===== config.mk =====
export PLATFORM = sky130hd
export DESIGN_NAME = dithered_phase_path
export DESIGN_NICKNAME = d
export VERILOG_FILES = /design/src/rtl/dphase_pkg.sv /design/src/rtl/dphase_prbs.sv /design/src/rtl/dphase_acc.sv /design/src/rtl/dphase_place.sv /design/src/rtl/dphase_trunc.sv /design/src/rtl/dithered_phase_path.sv
export SDC_FILE = /design/constraint.sdc
export NUM_CORES = 1
export LEC_CHECK = 0
export ABC_AREA = 1
export BUFFER_PORTS_ARGS = -buffer_cell sky130_fd_sc_hd__buf_4
export CORE_MARGIN = 4
export CORE_UTILIZATION = 48
export CTS_CLUSTER_SIZE = 16
export DETAILED_ROUTE_END_ITERATION = 16
export PLACE_DENSITY_LB_ADDON = 0.25
export SYNTH_ARGS = -nofsm -noshare
export SYNTH_HDL_FRONTEND = slang
export SYNTH_SLANG_ARGS = --single-unit
export TNS_END_PERCENT = 50

===== constraint.sdc =====
create_clock -name clk -period 3.4 [get_ports clk]
set_input_delay 0.68 -clock clk [delete_from_list [all_inputs] [get_ports clk]]
set_output_delay 0.68 -clock clk [all_outputs]
set_load 0.05 [all_outputs]

===== src/rtl/dphase_pkg.sv =====
package dphase_pkg;
  // Saturating clamp for the dither placement request.
  function automatic int unsigned sat_shift(int unsigned req, int unsigned lim);
    return (req > lim) ? lim : req;
  endfunction
endpackage


===== src/rtl/dphase_prbs.sv =====
module dphase_prbs #(
  parameter int          LFSR_W = 15,
  parameter int          TAP_HI = 14,
  parameter int          TAP_LO = 13,
  parameter int          RND_W  = 4,
  parameter logic [14:0] SEED   = 15'h2B5D
) (
  input  logic              clk,
  input  logic              rst,
  output logic [LFSR_W-1:0] state_q,
  output logic [RND_W-1:0]  rnd
);
  logic fb;

  // Fibonacci feedback from the two highest taps.
  assign fb = state_q[TAP_HI] ^ state_q[TAP_LO];

  always_ff @(posedge clk) begin
    if (rst) state_q <= SEED[LFSR_W-1:0];
    else     state_q <= {state_q[LFSR_W-2:0], fb};
  end

  assign rnd = state_q[RND_W-1:0];
endmodule


===== src/rtl/dphase_acc.sv =====
module dphase_acc #(
  parameter int PHASE_W = 32
) (
  input  logic               clk,
  input  logic               rst,
  input  logic [PHASE_W-1:0] tune_word,
  output logic [PHASE_W-1:0] acc_q,
  output logic               upd_q
);
  always_ff @(posedge clk) begin
    if (rst) begin
      acc_q <= '0;
      upd_q <= 1'b0;
    end else begin
      acc_q <= acc_q + tune_word;
      upd_q <= 1'b1;
    end
  end
endmodule


===== src/rtl/dphase_place.sv =====
module dphase_place #(
  parameter int PHASE_W = 32,
  parameter int ADDR_W  = 14,
  parameter int RND_W   = 4,
  parameter int SHIFT_W = 5
) (
  input  logic [RND_W-1:0]   rnd,
  input  logic               en,
  input  logic [SHIFT_W-1:0] shift_req,
  output logic [PHASE_W-1:0] word
);
  import dphase_pkg::*;

  localparam int MAX_SH = PHASE_W - ADDR_W - RND_W;
  localparam int SEL_W  = (MAX_SH > 0) ? $clog2(MAX_SH + 1) : 1;

  logic [PHASE_W-1:0] cand [MAX_SH+1];
  logic [SEL_W-1:0]   sel;

  // One candidate per legal placement; the top one puts the random MSB
  // one bit below the retained phase.
  for (genvar s = 0; s <= MAX_SH; s++) begin : g_pos
    assign cand[s] = {{(PHASE_W-RND_W){1'b0}}, rnd} << s;
  end

  always_comb begin
    sel = SEL_W'(sat_shift(int'(shift_req), MAX_SH));
    word = en ? cand[sel] : '0;
  end
endmodule


===== src/rtl/dphase_trunc.sv =====
module dphase_trunc #(
  parameter int PHASE_W = 32,
  parameter int ADDR_W  = 14
) (
  input  logic               clk,
  input  logic               rst,
  input  logic [PHASE_W-1:0] acc,
  input  logic [PHASE_W-1:0] dither,
  input  logic               acc_upd,
  output logic [ADDR_W-1:0]  phase_out,
  output logic               phase_valid
);
  logic [PHASE_W-1:0] sum;
  logic               unused_low;

  assign sum        = acc + dither;
  assign unused_low = ^sum[PHASE_W-ADDR_W-1:0];

  always_ff @(posedge clk) begin
    if (rst) begin
      phase_out   <= '0;
      phase_valid <= 1'b0;
    end else begin
      phase_out   <= sum[PHASE_W-1:PHASE_W-ADDR_W];
      phase_valid <= acc_upd;
    end
  end
endmodule


===== src/rtl/dithered_phase_path.sv =====
module dithered_phase_path #(
  parameter int PHASE_W = 32,
  parameter int ADDR_W  = 14,
  parameter int RND_W   = 4,
  parameter int LFSR_W  = 15,
  parameter int SHIFT_W = 5
) (
  input  logic               clk,
  input  logic               rst,
  input  logic [PHASE_W-1:0] tune_word,
  input  logic               dither_en,
  input  logic [SHIFT_W-1:0] dither_shift,
  output logic [ADDR_W-1:0]  phase_out,
  output logic               phase_valid
);
  logic [PHASE_W-1:0] acc_q;
  logic               upd_q;
  logic [LFSR_W-1:0]  lfsr_q;
  logic [RND_W-1:0]   rnd_w;
  logic [PHASE_W-1:0] dith_w;

  dphase_acc #(.PHASE_W(PHASE_W)) acc_i (
    .clk(clk), .rst(rst), .tune_word(tune_word), .acc_q(acc_q), .upd_q(upd_q)
  );

  dphase_prbs #(.LFSR_W(LFSR_W), .TAP_HI(LFSR_W-1), .TAP_LO(LFSR_W-2), .RND_W(RND_W)) prbs_i (
    .clk(clk), .rst(rst), .state_q(lfsr_q), .rnd(rnd_w)
  );

  dphase_place #(.PHASE_W(PHASE_W), .ADDR_W(ADDR_W), .RND_W(RND_W), .SHIFT_W(SHIFT_W)) place_i (
    .rnd(rnd_w), .en(dither_en), .shift_req(dither_shift), .word(dith_w)
  );

  dphase_trunc #(.PHASE_W(PHASE_W), .ADDR_W(ADDR_W)) trunc_i (
    .clk(clk), .rst(rst), .acc(acc_q), .dither(dith_w), .acc_upd(upd_q),
    .phase_out(phase_out), .phase_valid(phase_valid)
  );
endmodule


==> insert_results.sql, run 1 <==
INSERT INTO impl_metrics (metric_group, metric, value, unit) VALUES
('yosys', 'synth.top_cells.by_area', 'sky130_fd_sc_hd__dfxtp_1 26%, sky130_fd_sc_hd__nand2_1 13%, sky130_fd_sc_hd__ha_1 12%, sky130_fd_sc_hd__a21oi_1 9.9%, sky130_fd_sc_hd__nor2_1 8.4%', ''),
('placed_design', 'dp.final_hpwl', '11.4', 'mm'),
('yosys', 'register_bit_total_from_synthesis', '63', ''),
('clock_tree', 'cts_tree', 'done', ''),
('grt', 'met2_usage_grt', '41.1', '%'),
('grt', 'grt_usage', '25.1', '%'),
('layout', 'diodes', '0', ''),
('yosys', 'synth.avg_cell_area', '6.38', 'um2'),
('timing', 'period_minus_slack', '3050', 'ps'),
('placed_design', 'pre_cts_slack', '25.4', 'ps'),
('timing', 'timing.final.ws_setup', '350', 'ps'),
('yosys', 'yosysUniqueCellTypes', '40', ''),
('clock_tree', 'cts_resized', '0', ''),
('timing', 'fin_tns_setup', '0', 'ps'),
('pwr', 'clock_power_share', '19.5', '%'),
('pwr', 'cellLeakagePower', '0.00276', 'uW'),
('hold_path', 'worstHoldEndpoint', 'trunc_i.phase_valid', ''),
('floorplanning', 'die_boundary_height', '109', 'um'),
('hold_path', 'timing.hold.worst.class', 'flip-flop to flip-flop', ''),
('pwr', 'ir_drop', '344', 'uV'),
('route', 'drt-initial-drc-count', '314', ''),
('yosys', 'syn_inst', '760', ''),
('floorplanning', 'design.die.area', '11800', 'um2'),
('clock_tree', 'maximum_level_of_the_cts_h_tree', '3', ''),
('pwr', 'p_per_area', '686', 'nW/um2'),
('grt', 'globalRoute.busiestLayer', 'met2', ''),
('yosys', 'warnings_from_yosys', '0', ''),
('timing', 'layout_worst_path_cycle_share', '89.7', '%'),
('timing', 'setup_viol', '0', ''),
('timing', 'grt_setup_unrepaired', 'no', ''),
('worst_setup_path', 'critical_path_required', '3690', 'ps'),
('pwr', 'switching_share', '47.5', '%'),
('pwr', 'power_frac_comb', '50.6', '%'),
('worst_setup_path', 'setup.worst_path.start_class', 'input pin', ''),
('worst_setup_path', 'max_stage_delay_on_crit_path', '330', 'ps'),
('worst_setup_path', 'start_point_of_the_critical_path', 'dither_shift[2]', ''),
('clock_tree', 'clk_pin_slew', '80', 'ps'),
('grt', 'grt_first_pass_wirelength', '23.2', 'mm'),
('worst_setup_path', 'critical_path_cell_by_cell', 'buf_4 -> nand2_1 -> nor2_2 -> a21oi_2 -> nand2_2 -> nand2_1 -> inv_1 -> a21oi_1 -> nand2_1 -> nand3_1 -> nand2_1 -> nand3_1 -> inv_1 -> ha_1 -> nand2_1 -> nor2_1 -> inv_1 -> nor2_1 -> nand4_1 -> nand2_1 -> nand3_2 -> nand2_1 -> nand2_1 -> nor2_1', ''),
('route', 'initial_drt_pass_iterations', '5', ''),
('worst_setup_path', 'timing_worst_setup_path_type', 'input pin to flip-flop', ''),
('flow_run', 'maxCapViolations', '0', ''),
('layout', 'final_cell_area', '5650', 'um2'),
('timing', 'worst_slew_margin_rel', '39.3', '%'),
('route', 'via_count', '5224', ''),
('layout', 'layout_cells_sized_above_1', '12.0', '%'),
('hold_path', 'timing.hold.worst_path_depth', '2', ''),
('route', 'drc_viols', '0', ''),
('status', 'run_status', 'finished clean', ''),
('worst_setup_path', 'cp.arrival', '3340', 'ps'),
('grt', 'pin_count_of_the_biggest_net_entering_global_routing', '31', ''),
('layout', 'layout.nets', '910', ''),
('floorplanning', 'initial_core_util', '49.4', '%'),
('floorplanning', 'floorplan.die.width', '109', 'um'),
('grt', 'antenna_violations_before_repair', '0', ''),
('worst_setup_path', 'cp_slowest_cell', 'sky130_fd_sc_hd__ha_1', ''),
('clock_tree', 'cts_hold_repair.buffers', '0', ''),
('timing', 'final_hold_viol_count', '0', ''),
('worst_setup_path', 'worst_r2r_path_depth', '15', ''),
('floorplanning', 'coreArea', '9820', 'um2'),
('layout', 'syn2layout_area_growth', '16.4', '%'),
('yosys', 'ys_seq_area_share', '26.0', '%'),
('placed_design', 'io_buffers', '54', ''),
('clock_tree', 'worstSkewPairLatency', '360', 'ps'),
('layout', 'layout.cells.most_common', 'sky130_fd_sc_hd__nand2_1', ''),
('route', 'via_per_inst', '5.45', ''),
('yosys', 'netlist.top_cell.by_area', 'sky130_fd_sc_hd__dfxtp_1', ''),
('grt', 'globalRouteMet3Util', '4.06', '%'),
('grt', 'grt_overflow', '0', ''),
('route', 'wirelength', '14.0', 'mm'),
('clock_tree', 'clock-root-buffer', 'sky130_fd_sc_hd__clkbuf_8', '');
-- power by group through the flow --
stage | Clock [uW] | Combinational (uW) | Sequential [uW]
6_report | 757 | 1960 | 1160
5_1_grt | 806 | 2220 | 1180
4_1_cts | 778 | 1930 | 1150
3_5_place_dp | 0 | 1920 | 1170
3_3_place_gp | 0 | 1900 | 1160
2_1_floorplan | 0 | 1330 | 1210
-- how the worst max path moves through the flow --
stage / endpoint / cells after the start
detailed placement: trunc_i.phase_out[4] / 18
global placement: trunc_i.phase_out[5] / 19
finish: trunc_i.phase_out[9] / 24
floorplan: trunc_i.phase_out[4] / 15
global route: trunc_i.phase_out[9] / 24
CTS: trunc_i.phase_out[9] / 22
-- through the flow --
step	total power (uW)	instances
5_1_grt	4200	959
6_report	3880	959
3_3_place_gp	3060	943
3_5_place_dp	3090	943
2_1_floorplan	2540	760
4_1_cts	3860	959
-- cells by family after synthesis --
kind of cell	after synthesis	share of synthesized area (%)
flops	63	26.0
buf+inv	98	7.61
simple gates	365	32.3
fa+ha+maj	49	12.8
xor+xnor	2	0.361
compound gates	183	20.9
-- registers in the layout (all words and copies together), names as in the netlist --
name                 flops
trunc_i.phase_valid      1
prbs_i.state_q          15
trunc_i.phase_out       14
acc_i.acc_q             32
acc_i.upd_q              1
-- metal layers --
layer | wire, um | part of all wire [%] | up-vias
li1 | - | - | 2672
met1 | 6490 | 46 | 2371
met2 | 6420 | 46 | 159
met3 | 801 | 5.7 | 22
met4 | 298 | 2.1 | 0
met5 | 0 | 0 | -
-- critical path, delay by kind of cell --
kind	cells	cell delay, ps
AND/OR/NAND/NOR	17	1720
AO/OA/AOI/OAI	2	310
adder cells (fa/ha/maj)	1	330
buffers and inverters	4	300
-- final cells by class --
cell class | instances | area [um2]
Clock buffer | 9 | 124
Clock inverter | 7 | 105
Timing Repair Buffer | 57 | 428
Inverter | 91 | 342
Sequential cell | 63 | 1260
Multi-Input combinational cell | 599 | 3220
Tap cell | 133 | 166
Fill cell | 1015 | 4170
-- Yosys cell counts, drive strengths merged --
master  number
nand2      173
nor2       111
a21oi       97
inv         91
dfxtp       63
o21ai       52
ha          48
nand3       31
nand4       19
o21a        11
or2         11
nor3         8
o21bai       8
nor4         7
a21boi       6
clkbuf       4
and3         3
buf          3
a21o         2
a31oi        2
o211ai       2
o31ai        2
fa           1
nand3b       1
nor3b        1
o22ai        1
xnor2        1
xor2         1
No activity file was read; power rests on OpenSTA's default activity.
==> run 2, diff against run 1 <==
- ABC_AREA: 1 -> default
==> run 2 against run 1 <==
Effect of this change: the flow now finishes with violations (negative setup slack); final cell count down 29%; clock skew down 6.7 ps; sequential share of layout area up 1.9 points; sequential power about the same; wire length down 29%; sequential cell count unchanged; clock-buffer cell count up 4; highest routed layer unchanged.
==> insert_results.sql, run 2 <==
INSERT INTO impl_metrics (metric_group, metric, value, unit) VALUES
('floorplanning', 'design.die.area', '10100', 'um2'),
('layout', 'largest_register_ffs', '32', ''),
('placed_design', 'placed_cell_area', '4900', 'um2'),
('hold_path', 'timing.hold.worst.class', 'flip-flop to flip-flop', ''),
('worst_setup_path', 'critical_path.max_fanout', '8', ''),
('timing', 'timing.hold.ws', '405', 'ps'),
('clock_tree', 'clock-sinks', '63', ''),
('route', 'wirelength', '9.91', 'mm'),
('clock_tree', 'clk_path_buf_depth', '2', ''),
('layout', 'final_core_util', '63.0', '%'),
('timing', 'fin_tns_setup', '-15.7', 'ps'),
('grt', 'antenna_violations_before_repair', '0', ''),
('worst_setup_path', 'setup.worst_path.start_class', 'input pin', ''),
('yosys', 'synth_top_cell_area_share', '30.7', '%'),
('yosys', 'postSynthNetCount', '570', ''),
('timing', 'clock_skew', '6.13', 'ps'),
('timing', 'finalMaxSlewViolations', '0', ''),
('clock_tree', 'maximum_level_of_the_cts_h_tree', '3', ''),
('timing', 'grt_setup_unrepaired', 'yes', ''),
('route', 'drc_viols', '0', ''),
('pwr', 'p_switching', '1610', 'uW'),
('worst_setup_path', 'worst_r2r_path_depth', '11', ''),
('pwr', 'pwr-share-seq', '29.8', '%'),
('yosys', 'netlist.top_cell.by_area', 'sky130_fd_sc_hd__dfxtp_1', ''),
('floorplanning', 'floorplan.io_pins', '55', ''),
('layout', 'layout.cells.most_common_list', '93 x sky130_fd_sc_hd__buf_4, 63 x sky130_fd_sc_hd__dfxtp_1, 61 x sky130_fd_sc_hd__nor2_1, 48 x sky130_fd_sc_hd__ha_1, 32 x sky130_fd_sc_hd__a21oi_1', ''),
('clock_tree', 'cts_tree', 'done', ''),
('worst_setup_path', 'max_stage_delay_on_crit_path', '350', 'ps'),
('worst_setup_path', 'timing_worst_setup_path_type', 'input pin to flip-flop', ''),
('timing', 'period_minus_slack', '3420', 'ps'),
('clock_tree', 'clock-root-buffer', 'sky130_fd_sc_hd__clkbuf_8', ''),
('placed_design', 'pre_cts_slack', '-378', 'ps'),
('layout', 'largest_register', 'acc_i.acc_q', ''),
('layout', 'final_cell_area', '5200', 'um2'),
('yosys', 'ys_seq_area_share', '30.7', '%'),
('route', 'drt.antenna.violating_nets', '0', ''),
('pwr', 'p_per_area', '746', 'nW/um2'),
('worst_setup_path', 'critical_path_required', '3590', 'ps'),
('yosys', 'yosysUniqueCellTypes', '63', ''),
('pwr', 'internal_power', '2270', 'uW'),
('grt', 'pin_count_of_the_biggest_net_entering_global_routing', '61', ''),
('timing', 'worst_slew_margin_rel', '59.6', '%'),
('pwr', 'switching_share', '41.4', '%'),
('layout', 'diodes', '0', ''),
('route', 'initial_drt_pass_iterations', '5', ''),
('layout', 'syn2layout_area_growth', '26.7', '%'),
('timing', 'setup_viol', '1', ''),
('worst_setup_path', 'critical_path_endpoint_category', 'flip-flop', ''),
('hold_path', 'timing.hold.worst_path_depth', '1', ''),
('yosys', 'syn-cell-area', '4110', 'um2'),
('timing', 'worst_slew_pin_slew', '606', 'ps'),
('yosys', 'syn_inst', '481', ''),
('yosys', 'register_bit_total_from_synthesis', '63', ''),
('yosys', 'synth.avg_cell_area', '8.54', 'um2'),
('pwr', 'cellLeakagePower', '0.00247', 'uW'),
('grt', 'grt_usage', '20.4', '%'),
('grt', 'grt_pass1_vias', '3705', ''),
('layout', 'layout_top_registers', 'acc_i.acc_q (32), prbs_i.state_q (15), trunc_i.phase_out (14)', ''),
('grt', 'grt_overflow', '0', ''),
('placed_design', 'place_congestion', '0.860', ''),
('timing', 'max_freq', '293', 'MHz'),
('worst_setup_path', 'regToRegStartpoint', 'prbs_i.state_q[0]', ''),
('yosys', 'post_synth_most_frequent_cells', '64 x sky130_fd_sc_hd__nor2_1, 63 x sky130_fd_sc_hd__dfxtp_1, 48 x sky130_fd_sc_hd__ha_1', ''),
('floorplanning', 'core.rowCount', '33', ''),
('pwr', 'power_frac_comb', '55.7', '%'),
('worst_setup_path', 'cp.arrival', '3600', 'ps'),
('floorplanning', 'floorplan.die.width', '101', 'um'),
('floorplanning', 'coreArea', '8260', 'um2'),
('floorplanning', 'initial_core_util', '49.7', '%'),
('clock_tree', 'worstSkewPairLatency', '330', 'ps'),
('hold_path', 'hold_path.startpoint', 'prbs_i.state_q[5]', ''),
('status', 'run_status', 'finished, violations left', ''),
('yosys', 'synth_flop_cell', 'sky130_fd_sc_hd__dfxtp_1', ''),
('timing', 'final_hold_viol_count', '0', ''),
('yosys', 'synthMostInstantiatedCell', 'sky130_fd_sc_hd__nor2_1', ''),
('pwr', 'ir_drop', '424', 'uV'),
('floorplanning', 'die_boundary_height', '101', 'um'),
('status', 'violated_checks', 'negative setup slack', ''),
('layout', 'layout_cells_sized_above_1', '25.0', '%'),
('worst_setup_path', 'regToRegEndpoint', 'trunc_i.phase_out[11]', ''),
('worst_setup_path', 'r2r_slack', '320', 'ps'),
('pwr', 'clock_power_share', '14.5', '%'),
('layout', 'fill_cells', '719', ''),
('route', 'via_count', '3727', ''),
('placed_design', 'io_buffers', '54', ''),
('yosys', 'synth_async_sr_flop_share', '0', '%'),
('route', 'drt-wirelength-per-cell', '14.5', 'um'),
('worst_setup_path', 'cp_slowest_cell', 'sky130_fd_sc_hd__a221oi_2', ''),
('hold_path', 'worstHoldEndpoint', 'prbs_i.state_q[6]', ''),
('grt', 'grt_first_pass_wirelength', '16.6', 'mm'),
('yosys', 'synth.top_cells.by_area', 'sky130_fd_sc_hd__dfxtp_1 31%, sky130_fd_sc_hd__ha_1 15%, sky130_fd_sc_hd__nor2_1 5.8%, sky130_fd_sc_hd__xnor2_1 4.5%, sky130_fd_sc_hd__a21oi_1 4.1%', ''),
('worst_setup_path', 'critical_path_cell_by_cell', 'buf_6 -> nand3_2 -> nand3b_1 -> buf_6 -> mux2i_4 -> o21a_1 -> nor2_2 -> a41oi_2 -> nor3_2 -> ha_1 -> a221oi_2 -> a21oi_4 -> o21ai_2 -> a21oi_4 -> o2111ai_4 -> buf_4 -> xnor2_1 -> nor2_1', ''),
('layout', 'layout.cells.most_common', 'sky130_fd_sc_hd__buf_4', ''),
('timing', 'timing.final.ws_setup', '-15.7', 'ps'),
('placed_design', 'dp.final_hpwl', '7.61', 'mm'),
('route', 'via_per_inst', '5.44', ''),
('yosys', 'number_of_synthesized_flops_with_an_enable_pin', '0', ''),
('clock_tree', 'cts_made_buffers', '9', ''),
('flow_run', 'maxCapViolations', '0', ''),
('route', 'drt-initial-drc-count', '92', ''),
('clock_tree', 'clk_pin_slew', '70', 'ps'),
('timing', 'layout_worst_path_cycle_share', '100', '%'),
('yosys', 'warnings_from_yosys', '0', ''),
('layout', 'layout.nets', '666', '');
==> run 2: changes by cell type after synthesis, sizes merged, moves of 7 or more <==
cell,delta
a21o,+20
a21oi,-60
and2,+7
inv,-75
nand2,-146
nand3,-23
nand4,-15
nor2,-47
nor2b,+14
nor3,+8
o21ai,-38
xnor2,+20
xor2,+15
==> run 2: worst max-delay path by stage <==
stage	start	to	slack, ps	cells past startpoint
3_5_place_dp	dither_shift[2]	trunc_i.phase_out[13]	-380	18
6_report	dither_shift[3]	trunc_i.phase_out[8]	-20	18
5_1_grt	dither_shift[3]	trunc_i.phase_out[12]	-130	18
3_3_place_gp	dither_shift[3]	trunc_i.phase_out[5]	-360	18
2_1_floorplan	dither_shift[2]	trunc_i.phase_out[13]	-70	17
4_1_cts	dither_shift[2]	trunc_i.phase_out[13]	20	18
==> run 2: area by class of cell <==
| class | count | area, um2 | share of cell area (%) |
|---|---|---|---|
| clock inverters | 1 | 5.00 | 0.0962 |
| well taps | 105 | 131 | 2.53 |
| clock buffers | 13 | 159 | 3.05 |
| flip-flops and latches | 63 | 1260 | 24.2 |
| multi-input cells | 389 | 2830 | 54.4 |
| inverters | 16 | 60.1 | 1.15 |
| repair buffers | 98 | 758 | 14.6 |
==> run 2: power by group through the flow <==
stage	combinational [uW]	clock [uW]	sequential [uW]
5_1_grt	2430	614	1180
4_1_cts	2120	585	1160
3_3_place_gp	2050	0	1170
6_report	2160	563	1160
2_1_floorplan	1450	0	1230
3_5_place_dp	2090	0	1170
==> run 2: cells by family (layout without fill, tap and decap cells) <==
family / after synthesis / in the layout / share of synthesized area [%]
xor+xnor: 37 / 37 / 7.89
compound gates: 122 / 122 / 20.7
fa+ha+maj: 49 / 49 / 15.1
buf+inv: 29 / 128 / 2.89
simple gates: 175 / 175 / 21.2
flops: 63 / 63 / 30.7
mux: 6 / 6 / 1.52
==> run 2: per-stage QoR <==
| step | cells | total power [uW] |
|---|---|---|
| 3_3_place_gp | 668 | 3220 |
| 5_1_grt | 685 | 4230 |
| 3_5_place_dp | 668 | 3260 |
| 2_1_floorplan | 481 | 2690 |
| 4_1_cts | 682 | 3860 |
| 6_report | 685 | 3880 |
==> run 2: worst max-delay path, delay by kind of cell <==
family                     cells  cell delay (ps)
buffers and inverters          3              410
muxes                          1              280
xor gates and xnor gates       1              100
and+or+nand+nor                5              330
AOI/OAI and AO/OA              7             1470
adders and majority gates      1              320
==> run 2: layer usage <==
layer  track usage, %  vias to the layer above  wire length [um]
met4             7.46                        0               121
met5                0                        -                 0
met2             33.2                       78              4760
met1             26.7                     1727              4620
li1                 -                     1914                 -
met3             4.29                        8               406
==> run 2: what timing repair did <==
item                                   CTS  global route
setup buffers                            0             3
endpoints found under the hold margin    0             0
hold buffers                             0             0
pin swaps                                0            11
setup endpoints to repair                3            18
gates resized for setup                  1            24
